$ cat src/rtl/cfgseq_pkg.sv
package cfgseq_pkg;

    localparam logic [31:0] A_STAT = 32'h0000_021C;
    localparam logic [31:0] A_MODE = 32'h0000_0220;
    localparam logic [31:0] A_DATA = 32'h0000_0228;
    localparam logic [31:0] A_PROG = 32'h0000_022C;
    localparam logic [31:0] A_UERR = 32'h0000_0234;

    localparam int ST_RDY  = 18;
    localparam int ST_EN   = 20;
    localparam int ST_USER = 21;
    localparam int ST_DONE = 23;
    localparam int ST_FCLK = 24;
    localparam int MD_CFG  = 0;
    localparam int MD_CLK  = 1;
    localparam int PG_REQ  = 0;
    localparam int PG_XFER = 1;
    localparam int UE_LAT  = 5;
    localparam logic [31:0] RATIO_MASK = 32'h0000_FF00;

    typedef enum logic [2:0] {RC_OK, RC_NODEV, RC_TIMEOUT, RC_PROTO, RC_INVAL} res_e;
    typedef enum logic [1:0] {DS_UNKNOWN, DS_POWERUP, DS_OPERATING} dstate_e;
    typedef enum logic [2:0] {K_NONE, K_RMW, K_POLL, K_FILL, K_CHKEN, K_CHKERR, K_STREAM} kind_e;
    typedef enum logic [2:0] {PH_GO, PH_RD, PH_WGO, PH_WR, PH_TICK} phase_e;
    typedef enum logic [4:0] {
        ST_IDLE, ST_CHKEN,
        TD_XFER, TD_REQ, TD_RATIO, TD_FILL, TD_WAIT,
        SU_CLK, SU_MODE, SU_RATIO1, SU_FILL1, SU_REQ, SU_WAIT,
        SU_RATIO2, SU_FILL2, SU_XFER, SU_PAY, SU_STREAM,
        CP_ERR, CP_CLR, CP_USER
    } step_e;

    typedef struct packed {
        kind_e       kind;
        logic [31:0] addr;
        logic [31:0] clr;
        logic [31:0] set;
        logic [31:0] pmask;
        logic [31:0] pval;
    } op_t;

    function automatic logic [7:0] pay_ratio(logic compressed, logic encrypted);
        if (compressed) return 8'd8;
        if (encrypted)  return 8'd4;
        return 8'd1;
    endfunction

    function automatic dstate_e status_to_state(logic [31:0] s);
        if (s[ST_DONE]) return DS_OPERATING;
        if (s[ST_EN])   return DS_POWERUP;
        return DS_UNKNOWN;
    endfunction

    function automatic step_e next_step(step_e s, logic tear_start);
        case (s)
            ST_CHKEN:  return SU_CLK;
            TD_XFER:   return TD_REQ;
            TD_REQ:    return TD_RATIO;
            TD_RATIO:  return TD_FILL;
            TD_FILL:   return TD_WAIT;
            TD_WAIT:   return tear_start ? SU_CLK : CP_ERR;
            SU_CLK:    return SU_MODE;
            SU_MODE:   return SU_RATIO1;
            SU_RATIO1: return SU_FILL1;
            SU_FILL1:  return SU_REQ;
            SU_REQ:    return SU_WAIT;
            SU_WAIT:   return SU_RATIO2;
            SU_RATIO2: return SU_FILL2;
            SU_FILL2:  return SU_XFER;
            SU_XFER:   return SU_PAY;
            SU_PAY:    return SU_STREAM;
            SU_STREAM: return TD_XFER;
            CP_ERR:    return CP_CLR;
            CP_CLR:    return CP_USER;
            default:   return ST_IDLE;
        endcase
    endfunction

    function automatic op_t decode_step(step_e s, logic [7:0] r);
        op_t o;
        o.kind  = K_NONE;
        o.addr  = A_STAT;
        o.clr   = '0;
        o.set   = '0;
        o.pmask = '0;
        o.pval  = '0;
        case (s)
            ST_CHKEN: o.kind = K_CHKEN;
            TD_XFER: begin o.kind = K_RMW; o.addr = A_PROG; o.clr = 32'(1) << PG_XFER; end
            TD_REQ:  begin o.kind = K_RMW; o.addr = A_PROG; o.clr = 32'(1) << PG_REQ; end
            TD_RATIO, SU_RATIO1, SU_RATIO2: begin
                o.kind = K_RMW; o.addr = A_MODE; o.clr = RATIO_MASK; o.set = 32'h0000_0100;
            end
            TD_FILL, SU_FILL1, SU_FILL2: begin o.kind = K_FILL; o.addr = A_DATA; end
            TD_WAIT: begin o.kind = K_POLL; o.pmask = 32'(1) << ST_RDY; end
            SU_CLK:  begin o.kind = K_RMW; o.addr = A_MODE; o.set = 32'(1) << MD_CLK; end
            SU_MODE: begin o.kind = K_RMW; o.addr = A_MODE; o.set = 32'(1) << MD_CFG; end
            SU_REQ:  begin o.kind = K_RMW; o.addr = A_PROG; o.set = 32'(1) << PG_REQ; end
            SU_WAIT: begin o.kind = K_POLL; o.pmask = 32'(1) << ST_RDY; o.pval = 32'(1) << ST_RDY; end
            SU_XFER: begin o.kind = K_RMW; o.addr = A_PROG; o.set = 32'(1) << PG_XFER; end
            SU_PAY:  begin o.kind = K_RMW; o.addr = A_MODE; o.clr = RATIO_MASK; o.set = {16'h0, r, 8'h0}; end
            SU_STREAM: o.kind = K_STREAM;
            CP_ERR:  begin o.kind = K_CHKERR; o.addr = A_UERR; end
            CP_CLR:  begin o.kind = K_RMW; o.addr = A_MODE; o.clr = 32'h0000_0003; end
            CP_USER: begin
                o.kind  = K_POLL;
                o.pmask = (32'(1) << ST_USER) | (32'(1) << ST_FCLK);
                o.pval  = (32'(1) << ST_USER) | (32'(1) << ST_FCLK);
            end
            default: o.kind = K_NONE;
        endcase
        return o;
    endfunction

endpackage

$ cat src/rtl/cfgseq_tick.sv
module cfgseq_tick #(
    parameter int TICK_CYC = 2500
) (
    input  logic clk,
    input  logic rst,
    input  logic clr,
    output logic tick
);
    localparam int TW = (TICK_CYC > 1) ? $clog2(TICK_CYC) : 1;

    logic [TW-1:0] cnt;

    assign tick = !clr && (cnt == TW'(TICK_CYC - 1));

    always_ff @(posedge clk) begin
        if (rst || clr || tick) cnt <= '0;
        else                    cnt <= cnt + TW'(1);
    end
endmodule

$ cat src/rtl/cfgseq_ctrl.sv
module cfgseq_ctrl
    import cfgseq_pkg::*;
#(
    parameter int BURST_LEN = 244,
    parameter int RDY_TRIES = 1,
    parameter int USR_TRIES = 200
) (
    input  logic        clk,
    input  logic        rst,
    input  logic        cmd_go,
    input  logic        img_compressed,
    input  logic        img_encrypted,
    input  logic        img_partial,
    input  logic        tick,
    output logic        tick_clr,
    output logic        seq_done,
    output logic [2:0]  seq_code,
    output logic [1:0]  dev_state,
    output logic        xfer_go,
    input  logic        xfer_fin,
    output logic        bus_req,
    output logic        bus_we,
    output logic [31:0] bus_addr,
    output logic [31:0] bus_wdata,
    input  logic [31:0] bus_rdata,
    input  logic        bus_ack
);
    localparam int CW = $clog2(BURST_LEN + 1);
    localparam int TW = $clog2(RDY_TRIES + USR_TRIES + 1);

    step_e          step;
    phase_e         ph;
    logic           tear_start;
    logic [7:0]     ratio;
    logic [CW-1:0]  fill_cnt;
    logic [TW-1:0]  tries;
    op_t            op;
    step_e          nxt;
    logic [TW-1:0]  nxt_tries;

    assign op        = decode_step(step, ratio);
    assign nxt       = next_step(step, tear_start);
    assign nxt_tries = (nxt == CP_USER) ? TW'(USR_TRIES) : TW'(RDY_TRIES);
    assign tick_clr  = (ph != PH_TICK);

    always_ff @(posedge clk) begin
        if (rst) begin
            step <= ST_IDLE; ph <= PH_GO; tear_start <= 1'b0; ratio <= 8'd1;
            fill_cnt <= '0; tries <= '0; seq_done <= 1'b0; seq_code <= RC_OK;
            dev_state <= DS_UNKNOWN; xfer_go <= 1'b0; bus_req <= 1'b0;
            bus_we <= 1'b0; bus_addr <= '0; bus_wdata <= '0;
        end else begin
            seq_done <= 1'b0;
            if (step == ST_IDLE) begin
                if (cmd_go) begin
                    if (img_partial) begin
                        seq_done <= 1'b1; seq_code <= RC_INVAL;
                    end else begin
                        ratio <= pay_ratio(img_compressed, img_encrypted);
                        tear_start <= 1'b0; step <= ST_CHKEN; ph <= PH_GO;
                    end
                end
            end else begin
                case (ph)
                    PH_GO: begin
                        case (op.kind)
                            K_FILL: begin
                                bus_req <= 1'b1; bus_we <= 1'b1;
                                bus_addr <= op.addr; bus_wdata <= '0; ph <= PH_WR;
                            end
                            K_STREAM: begin
                                xfer_go <= 1'b1;
                                if (xfer_go && xfer_fin) begin
                                    xfer_go <= 1'b0; tear_start <= 1'b0;
                                    step <= nxt; tries <= nxt_tries;
                                end
                            end
                            default: begin
                                bus_req <= 1'b1; bus_we <= 1'b0;
                                bus_addr <= op.addr; ph <= PH_RD;
                            end
                        endcase
                    end
                    PH_RD: if (bus_ack) begin
                        bus_req <= 1'b0;
                        if (op.addr == A_STAT) dev_state <= status_to_state(bus_rdata);
                        case (op.kind)
                            K_RMW: begin
                                bus_wdata <= (bus_rdata & ~op.clr) | op.set;
                                ph <= PH_WGO;
                            end
                            K_POLL: begin
                                if ((bus_rdata & op.pmask) == op.pval) begin
                                    if (step == CP_USER) begin
                                        step <= ST_IDLE; seq_done <= 1'b1; seq_code <= RC_OK;
                                    end else begin
                                        step <= nxt; tries <= nxt_tries;
                                    end
                                    ph <= PH_GO;
                                end else if (tries <= TW'(1)) begin
                                    step <= ST_IDLE; ph <= PH_GO;
                                    seq_done <= 1'b1; seq_code <= RC_TIMEOUT;
                                end else begin
                                    tries <= tries - TW'(1); ph <= PH_TICK;
                                end
                            end
                            K_CHKEN: begin
                                ph <= PH_GO;
                                if (!bus_rdata[ST_EN]) begin
                                    step <= ST_IDLE; seq_done <= 1'b1; seq_code <= RC_NODEV;
                                end else if (bus_rdata[ST_RDY]) begin
                                    tear_start <= 1'b1; step <= TD_XFER;
                                end else begin
                                    step <= nxt; tries <= nxt_tries;
                                end
                            end
                            default: begin
                                ph <= PH_GO;
                                if (bus_rdata[UE_LAT]) begin
                                    step <= ST_IDLE; seq_done <= 1'b1; seq_code <= RC_PROTO;
                                end else begin
                                    step <= nxt; tries <= nxt_tries;
                                end
                            end
                        endcase
                    end
                    PH_WGO: begin
                        bus_req <= 1'b1; bus_we <= 1'b1; ph <= PH_WR;
                    end
                    PH_WR: if (bus_ack) begin
                        bus_req <= 1'b0; ph <= PH_GO;
                        if (op.kind == K_FILL && fill_cnt != CW'(BURST_LEN - 1)) begin
                            fill_cnt <= fill_cnt + CW'(1);
                        end else begin
                            fill_cnt <= '0; step <= nxt; tries <= nxt_tries;
                        end
                    end
                    default: if (tick) ph <= PH_GO;
                endcase
            end
        end
    end


    req_hold_chk: assert property (@(posedge clk) disable iff (rst)
        (bus_req && !bus_ack) |=> (bus_req && $stable(bus_addr) && $stable(bus_we)));


    req_drop_chk: assert property (@(posedge clk) disable iff (rst)
        bus_ack |=> !bus_req);


    stream_quiet_chk: assert property (@(posedge clk) disable iff (rst)
        xfer_go |-> !bus_req);


    done_pulse_chk: assert property (@(posedge clk) disable iff (rst)
        seq_done |=> !seq_done);


    done_idle_bus_chk: assert property (@(posedge clk) disable iff (rst)
        seq_done |-> (!bus_req && !xfer_go));
endmodule

$ cat src/rtl/pcie_cfg_seq.sv
module pcie_cfg_seq #(
    parameter int CLK_MHZ    = 250,
    parameter int POLL_US    = 10,
    parameter int RDY_TMO_US = 10,
    parameter int USR_TMO_US = 2000,
    parameter int BURST_LEN  = 244
) (
    input  logic        clk,
    input  logic        rst,
    input  logic        cmd_go,
    input  logic        img_compressed,
    input  logic        img_encrypted,
    input  logic        img_partial,
    output logic        seq_done,
    output logic [2:0]  seq_code,
    output logic [1:0]  dev_state,
    output logic        xfer_go,
    input  logic        xfer_fin,
    output logic        bus_req,
    output logic        bus_we,
    output logic [31:0] bus_addr,
    output logic [31:0] bus_wdata,
    input  logic [31:0] bus_rdata,
    input  logic        bus_ack
);
    localparam int TICK_CYC  = CLK_MHZ * POLL_US;
    localparam int RDY_TRIES = (RDY_TMO_US + POLL_US - 1) / POLL_US;
    localparam int USR_TRIES = (USR_TMO_US + POLL_US - 1) / POLL_US;

    logic tick;
    logic tick_clr;

    cfgseq_tick #(.TICK_CYC(TICK_CYC)) tick_i (
        .clk(clk), .rst(rst), .clr(tick_clr), .tick(tick)
    );

    cfgseq_ctrl #(
        .BURST_LEN(BURST_LEN), .RDY_TRIES(RDY_TRIES), .USR_TRIES(USR_TRIES)
    ) ctrl_i (
        .clk(clk), .rst(rst), .cmd_go(cmd_go),
        .img_compressed(img_compressed), .img_encrypted(img_encrypted),
        .img_partial(img_partial), .tick(tick), .tick_clr(tick_clr),
        .seq_done(seq_done), .seq_code(seq_code), .dev_state(dev_state),
        .xfer_go(xfer_go), .xfer_fin(xfer_fin),
        .bus_req(bus_req), .bus_we(bus_we), .bus_addr(bus_addr),
        .bus_wdata(bus_wdata), .bus_rdata(bus_rdata), .bus_ack(bus_ack)
    );
endmodule

$ cat config.mk
export PLATFORM = sky130hd
export DESIGN_NAME = pcie_cfg_seq
export DESIGN_NICKNAME = d
export VERILOG_FILES = /design/src/rtl/cfgseq_pkg.sv /design/src/rtl/cfgseq_tick.sv /design/src/rtl/cfgseq_ctrl.sv /design/src/rtl/pcie_cfg_seq.sv
export SDC_FILE = /design/constraint.sdc
export NUM_CORES = 1
export LEC_CHECK = 0
export ABC_AREA = 1
export BUFFER_PORTS_ARGS = -buffer_cell sky130_fd_sc_hd__buf_2
export CORE_UTILIZATION = 25
export DETAILED_ROUTE_END_ITERATION = 6
export PLACE_DENSITY = 0.4
export SYNTH_ARGS = -nofsm -noshare
export SYNTH_HDL_FRONTEND = slang
export SYNTH_SLANG_ARGS = --single-unit
$ cat constraint.sdc
create_clock -name clk -period 2.05 [get_ports clk]
set_input_delay 0.205 -clock clk [delete_from_list [all_inputs] [get_ports clk]]
set_output_delay 0.205 -clock clk [all_outputs]
set_load 0.05 [all_outputs]
==> summary.txt, run 1 <==
Outcome
  – Status: finished clean

CTS
  – CTS Sinks: 86
  – Worst-Skew Late Latency: 0.36 ns
  – CTS root buffer: clkbuf_16
  – H-tree depth: 3
  – Hold_buf cts: 0
  – Number of CTS-inserted buffers: 9
  – Max clock buf depth: 2
  – Reg clk slew, reported paths: 0.07 ns
  – CTS tree: done

Yosys
  – Top post-synthesis cells by area: dfxtp_1, nand2_1, a21oi_1
  – Simple logic cell fraction of the synthesized area: 35.6%
  – Mapped Area: 4820 um2
  – Post-Synth Adder-Cell Area: 1.04%
  – Top_reg_cell synth: dfxtp_1
  – Register area share after synthesis: 35.7%
  – Seq cells post-synth: 86
  – Asr flop ratio synth: 0%
  – Cell count after synthesis: 684
  – Ys Warns: 0
  – Mux share of post-synthesis cell area: 0%
  – Synth area leader: dfxtp_1
  – Post-Synth XOR/XNOR Area: 1.82%
  – Main combinational cell family by area after synthesis: simple AND/OR/NAND/NOR gates
  – Post-synth top area share: 35.7%
  – Netlist cell types: 44
  – Post-synthesis compound-gate area fraction: 12.6%
  – Post-Syn Area per Cell: 7.05 um2
  – Number of synthesized flops with an enable pin: 0

STA
  – Worst relative slew slack: 62.2%
  – Fmax: 513 MHz
  – Worst setup margin: 0.0990 ns
  – Count of final hold-check violations: 0
  – Fin Clk Skew: 0.00771 ns
  – TNS Setup: 0 ns
  – Period Utilization, post-route: 95.2%
  – Min Hold Slack: 0.0610 ns
  – Max-slew violation count: 0
  – Final min period: 1.95 ns
  – Slew @ Worst Pin: 0.567 ns
  – Final Setup Violations: 0

Placed design
  – Placed Cells: 1051
  – Hpwl dp: 11000 um
  – Place WS: -0.0941 ns
  – Final RePlAce weighted congestion: 0.866
  – Post-DP Area: 5660 um2
  – Buffers on Ports: 85

Global routing
  – Number of global-route vias before repair: 4552
  – Initial antenna violation count: 0
  – Total congestion overflow: 0
  – Largest net degree at the start of global routing: 51
  – Total GRT Usage: 15.2%
  – First-pass GRT wire length: 23300 um

Worst setup path
  – Crit Path Class: flip-flop to flip-flop
  – CP Data Required Time: 2.29 ns
  – CP Max Fanout: 7
  – Worst EP arrival: 2.20 ns
  – Worst reg-to-reg setup slack: 0.1 ns
  – Reg2reg start: ctrl_i.step[3]$_SDFFE_PP0P_
  – CP Capture Type: flip-flop
  – Crit Reg-Reg Endpoint: ctrl_i.bus_addr[2]$_SDFFE_PP0P_
  – Crit start category: flip-flop
  – Reg2Reg Depth: 11

Route
  – Average wire per standard cell: 13.4 um
  – Routed WL: 14300 um
  – Drt via density: 4.42
  – DR vias: 4730
  – Drt first pass iters: 7
  – Post-DRT Antenna Nets: 0
  – Drt initial violations: 189
  – Remaining DRCs: 0

Finish
  – Final nets: 848
  – Syn-to-layout area delta: 26.4%
  – Finished Layout Cells: 1069
  – Final core occ: 32.4%
  – Commonest non-fill, non-tap cell in the layout: nand2_1
  – Final instance area: 6090 um2
  – Antenna cells: 0
  – Commonest non-fill, non-tap cells in the layout: nand2_1, buf_2, dfxtp_1
  – Share of layout cells above drive strength 1: 28.3%

Power
  – Leak Pwr: 2.71 nW
  – Total design power: 6.91 mW
  – Maximum vdd drop: 0.000490 V
  – Pwr Density: 1130 nW/um2

Hold path
  – Hold Path Cell Cnt: 2
  – Hold Path Class: primary input to flip-flop
  – HP Start: img_compressed
  – Hold EP: ctrl_i.ratio[0]$_SDFFE_PP1P_

Die
  – Overall die height: 141 um
  – Die ar.: 19900 um2
  – Row cnt: 50
  – I/O pin cnt: 113
  – Core Area: 18800 um2
  – Initial Utilization: 25.6%
  – Die width: 141 um

Flow run
  – Max-cap violations: 0
==> power by group <==
| part | total [mW] | switching, mW | internal (mW) |
|---|---|---|---|
| Clock | 2.10 | 0.772 | 1.33 |
| Combinational | 2.82 | 1.94 | 0.875 |
| Sequential | 1.99 | 0.132 | 1.86 |
| Total | 6.91 | 2.85 | 4.06 |
==> metal layers <==
metal | up-vias | wire length, um | global-route usage [%]
li1 | 2423 | - | -
met1 | 2160 | 6760 | 19.4
met2 | 122 | 6460 | 24.5
met3 | 25 | 777 | 3.74
met4 | 0 | 346 | 5.72
met5 | - | 0 | 0
==> timing repair <==
| action | CTS | global route |
|---|---|---|
| endpoints found under the setup margin | 34 | 56 |
| pin swaps | 1 | 2 |
| gates cloned | 0 | 1 |
| resized for setup | 3 | 14 |
| buffers inserted | 0 | 1 |
==> area by class of cell <==
class / instances / area, um2
inverter: 74 / 287
fill: 2020 / 12700
clock inverter: 6 / 140
sequential: 86 / 1730
tap: 260 / 325
timing repair buffer: 129 / 768
clock buffer: 10 / 229
multi-input combinational: 504 / 2620
==> kinds of logic (layout without fill, tap and decap cells) <==
logic type	count (synthesis)	after routing
buffers and inverters	121	219
other	1	27
DFF	86	86
xor gates and xnor gates	10	10
and+or+nand+nor	354	355
AOI/OAI and AO/OA	108	108
adders and majority gates	4	4
==> worst max-delay path by stage <==
| stage | start | slack (ns) | endpoint | depth (start not counted) |
|---|---|---|---|---|
| after floorplan | ctrl_i.ph[2]$_SDFFE_PP0P_ | 0.33 | ctrl_i.seq_code[1]$_SDFFE_PP0P_ | 14 |
| final | ctrl_i.step[3]$_SDFFE_PP0P_ | 0.1 | ctrl_i.bus_addr[2]$_SDFFE_PP0P_ | 11 |
| after detailed placement | ctrl_i.step[1]$_SDFFE_PP0P_ | -0.09 | ctrl_i.bus_addr[2]$_SDFFE_PP0P_ | 12 |
| after global placement | ctrl_i.step[1]$_SDFFE_PP0P_ | -0.11 | ctrl_i.bus_addr[2]$_SDFFE_PP0P_ | 12 |
| after CTS | ctrl_i.step[3]$_SDFFE_PP0P_ | 0.04 | ctrl_i.step[1]$_SDFFE_PP0P_ | 11 |
| after global routing | ctrl_i.fill_cnt[1]$_SDFFE_PP0P_ | -0.01 | ctrl_i.tries[2]$_SDFFE_PP0P_ | 12 |
==> state kept, by name, indices dropped and copies added (netlist names) <==
signal / flops
ctrl_i.step: 5
ctrl_i.ph: 3
ctrl_i.seq_code: 3
ctrl_i.bus_req: 1
ctrl_i.seq_done: 1
tick_i.cnt: 12
ctrl_i.xfer_go: 1
ctrl_i.bus_we: 1
ctrl_i.bus_wdata: 32
ctrl_i.fill_cnt: 8
ctrl_i.ratio: 3
ctrl_i.dev_state: 2
ctrl_i.bus_addr: 5
ctrl_i.tries: 8
ctrl_i.tear_start: 1
==> worst max-delay path, cell delays in order, from the launching register on <==
cell and delay [ns]:
dfxtp_2 0.38, nor2_4 0.26, inv_2 0.10, nor2_2 0.17, inv_1 0.10, nand4_1 0.18
nor2_1 0.07, nand2_1 0.11, buf_4 0.14, nand3_1 0.09, o211ai_1 0.18, inv_1 0.06
==> synthesized netlist by cell type (11+ instances only) <==
master / n
nor2_1: 71
nor2_2: 12
nand4_1: 11
o21ai_0: 24
nand3_1: 50
nand2_1: 155
inv_2: 17
dfxtp_1: 86
a21oi_1: 55
nor3_1: 14
inv_1: 54
buf_4: 31
No activity file was read; power rests on OpenSTA's default activity.
==> run 2: changes to the inputs <==
--- a/config.mk
+++ b/config.mk
@@ -9,5 +9,6 @@
 export BUFFER_PORTS_ARGS = -buffer_cell sky130_fd_sc_hd__buf_2
-export CORE_UTILIZATION = 25
+export CORE_MARGIN = 2
+export CORE_UTILIZATION = 41
 export DETAILED_ROUTE_END_ITERATION = 6
-export PLACE_DENSITY = 0.4
+export PLACE_DENSITY = 0.61
 export SYNTH_ARGS = -nofsm -noshare
==> constraint.sdc (replaced) <==
create_clock -name clk -period 2.05 [get_ports clk]
set_input_delay 0.1025 -clock clk [delete_from_list [all_inputs] [get_ports clk]]
set_output_delay 0.1025 -clock clk [all_outputs]
set_load 0.05 [all_outputs]
==> summary.txt, run 2 (same netlist as run 1, synthesis figures left out) <==
Route
  – Post-DRT Antenna Nets: 0 (unchanged)
  – DR vias: 4682 (-1.0%)
  – Remaining DRCs: 0 (unchanged)
  – Average wire per standard cell: 13.9 um (+3.4%)
  – Drt first pass iters: 5 (-2)
  – Routed WL: 13200 um (-8.2%)
  – Drt via density: 4.93 (+12%)
  – Drt initial violations: 341 (+80%)

Power
  – Pwr Density: 1120 nW/um2 (-0.88%)
  – Leak Pwr: 2.70 nW (-0.56%)
  – Total design power: 6.71 mW (-2.9%)
  – Maximum vdd drop: 0.000819 V (+67%)

Finish
  – Commonest non-fill, non-tap cells in the layout: nand2_1, buf_2, dfxtp_1
  – Final instance area: 5970 um2 (-2.0%)
  – Top Registers: ctrl_i.bus_wdata (32), tick_i.cnt (12)
  – Share of layout cells above drive strength 1: 26.7% (-1.6 points)
  – Commonest non-fill, non-tap cell in the layout: nand2_1
  – Largest Register: ctrl_i.bus_wdata
  – Max reg flops: 32 (unchanged)
  – Syn-to-layout area delta: 23.8%
  – Final nets: 845 (-0.35%)
  – Antenna cells: 0 (unchanged)

Die
  – I/O pin cnt: 113 (unchanged)
  – Die width: 112 um (-20%)
  – Initial Utilization: 42.1% (+16 points)
  – Overall die height: 112 um (-20%)
  – Row cnt: 39 (-22%)
  – Die ar.: 12600 um2 (-36%)
  – Core Area: 11500 um2 (-39%)

Global routing
  – Total GRT Usage: 21.1% (+5.9 points)
  – Number of global-route vias before repair: 4367 (-4.1%)
  – First-pass GRT wire length: 21500 um (-8.1%)
  – Initial antenna violation count: 0 (unchanged)
  – Largest net degree at the start of global routing: 51 (unchanged)
  – Total congestion overflow: 0 (unchanged)

STA
  – Fin Clk Skew: 0.00631 ns (-0.00139 ns)
  – Worst setup margin: 0.148 ns (+0.0493 ns)
  – Worst relative slew slack: 63.8% (+1.6 points)
  – Slew @ Worst Pin: 0.543 ns (-0.0240 ns)
  – Period Utilization, post-route: 92.8% (-2.4 points)
  – Min Hold Slack: 0.00801 ns (-0.0530 ns)
  – Max-slew violation count: 0 (unchanged)
  – RSZ-0062 raised after global routing: no
  – Fmax: 526 MHz (+2.6%)
  – Count of final hold-check violations: 0 (unchanged)
  – Final Setup Violations: 0 (unchanged)
  – Final min period: 1.90 ns (-0.0493 ns)

Worst setup path
  – CP Max Fanout: 10 (+3)
  – Worst EP arrival: 2.13 ns (-0.07 ns)
  – CP Capture Type: flip-flop
  – Crit Path Class: flip-flop to flip-flop
  – CP Data Required Time: 2.28 ns (about the same)
  – Crit start category: flip-flop

CTS
  – CTS Sinks: 86 (unchanged)
  – CTS tree: done
  – Reg clk slew, reported paths: 0.06 ns (about the same)
  – Max clock buf depth: 2 (unchanged)
  – CTS root buffer: clkbuf_16
  – Number of CTS-inserted buffers: 9 (unchanged)
  – H-tree depth: 3 (unchanged)
  – Worst-Skew Late Latency: 0.34 ns (-0.02 ns)

Placed design
  – Final RePlAce weighted congestion: 0.969 (+12%)
  – Place WS: -0.0316 ns (+0.0625 ns)
  – Buffers on Ports: 85 (unchanged)
  – Post-DP Area: 5420 um2 (-4.2%)
  – Hpwl dp: 9890 um (-10%)

Outcome
  – Status: finished clean

Hold path
  – Hold Path Class: primary input to flip-flop

Flow run
  – Max-cap violations: 0 (unchanged)
[run 2: changes by cell type in the layout (fill, tap and decap cells not counted), moves of 2 or more]
cell,before,now
buf_4,43,29
nand3_4,3,6
dlygate4sd3_1,0,10
clkbuf_8,0,2
nand3_2,11,7
[run 2: area by class of cell]
| type | instances | area (um2) |
|---|---|---|
| Tap cell | 143 | 179 |
| Inverter | 74 | 287 |
| Clock buffer | 12 | 256 |
| Fill cell | 1117 | 5500 |
| Sequential cell | 86 | 1730 |
| Timing Repair Buffer | 126 | 783 |
| Clock inverter | 4 | 101 |
| Multi-Input combinational cell | 504 | 2640 |
[run 2: worst paths after layout]
| kind | startpoint | endpoint | slack (ns) | cells after the start |
|---|---|---|---|---|
| setup / recovery | ctrl_i.step[0]$_SDFFE_PP0P_ | ctrl_i.step[1]$_SDFFE_PP0P_ | 0.15 | 11 |
| hold / removal | bus_rdata[16] | ctrl_i.bus_wdata[16]$_SDFFE_PP0P_ | 0.008 | 3 |
| setup reg to reg | ctrl_i.step[0]$_SDFFE_PP0P_ | ctrl_i.step[1]$_SDFFE_PP0P_ | 0.15 | 11 |
| hold reg to reg | tick_i.cnt[0]$_SDFF_PP0_ | tick_i.cnt[0]$_SDFF_PP0_ | 0.45 | 1 |
[run 2: timing repair]
item	in CTS	in global routing
cloned	0	1
resized for setup	1	19
setup endpoints to repair	31	57
hold buffers	10	0
pin swaps	0	2
endpoints found under the hold margin	9	0
setup buffers	0	2
[run 2: metrics by stage]
stage,TNS [ns],std cells,utilization (%)
floorplan,0,710,-
detailed placement,-0.131,920,47.3
CTS,0,946,51.3
finish,0,949,52.1
global route,0,949,52.1
global placement,-0.261,920,47.3
[run 2: worst max-delay path: stages (launching register included)]
cell     delay (ns)
dfxtp_2        0.38
nor2_4         0.25
nand2_2        0.11
nor2_4         0.11
buf_4          0.23
nand3_4        0.11
nand2_2        0.07
nand2_2        0.06
nor2_4         0.14
nand3_1        0.08
nor2_1         0.17
nor2_1         0.06
[run 2: report_power, final]
group / internal, mW / switching [mW]
registers: 1.86 / 0.128
logic: 0.848 / 1.93
clock network: 1.27 / 0.679
[run 2: layer usage]
metal	part of all wire [%]	vias to the layer above	track usage [%]
li1	-	2419	-
met1	45	2126	27.5
met2	48	126	35.3
met3	4.7	11	4.48
met4	1.4	0	6.02
met5	0	-	0
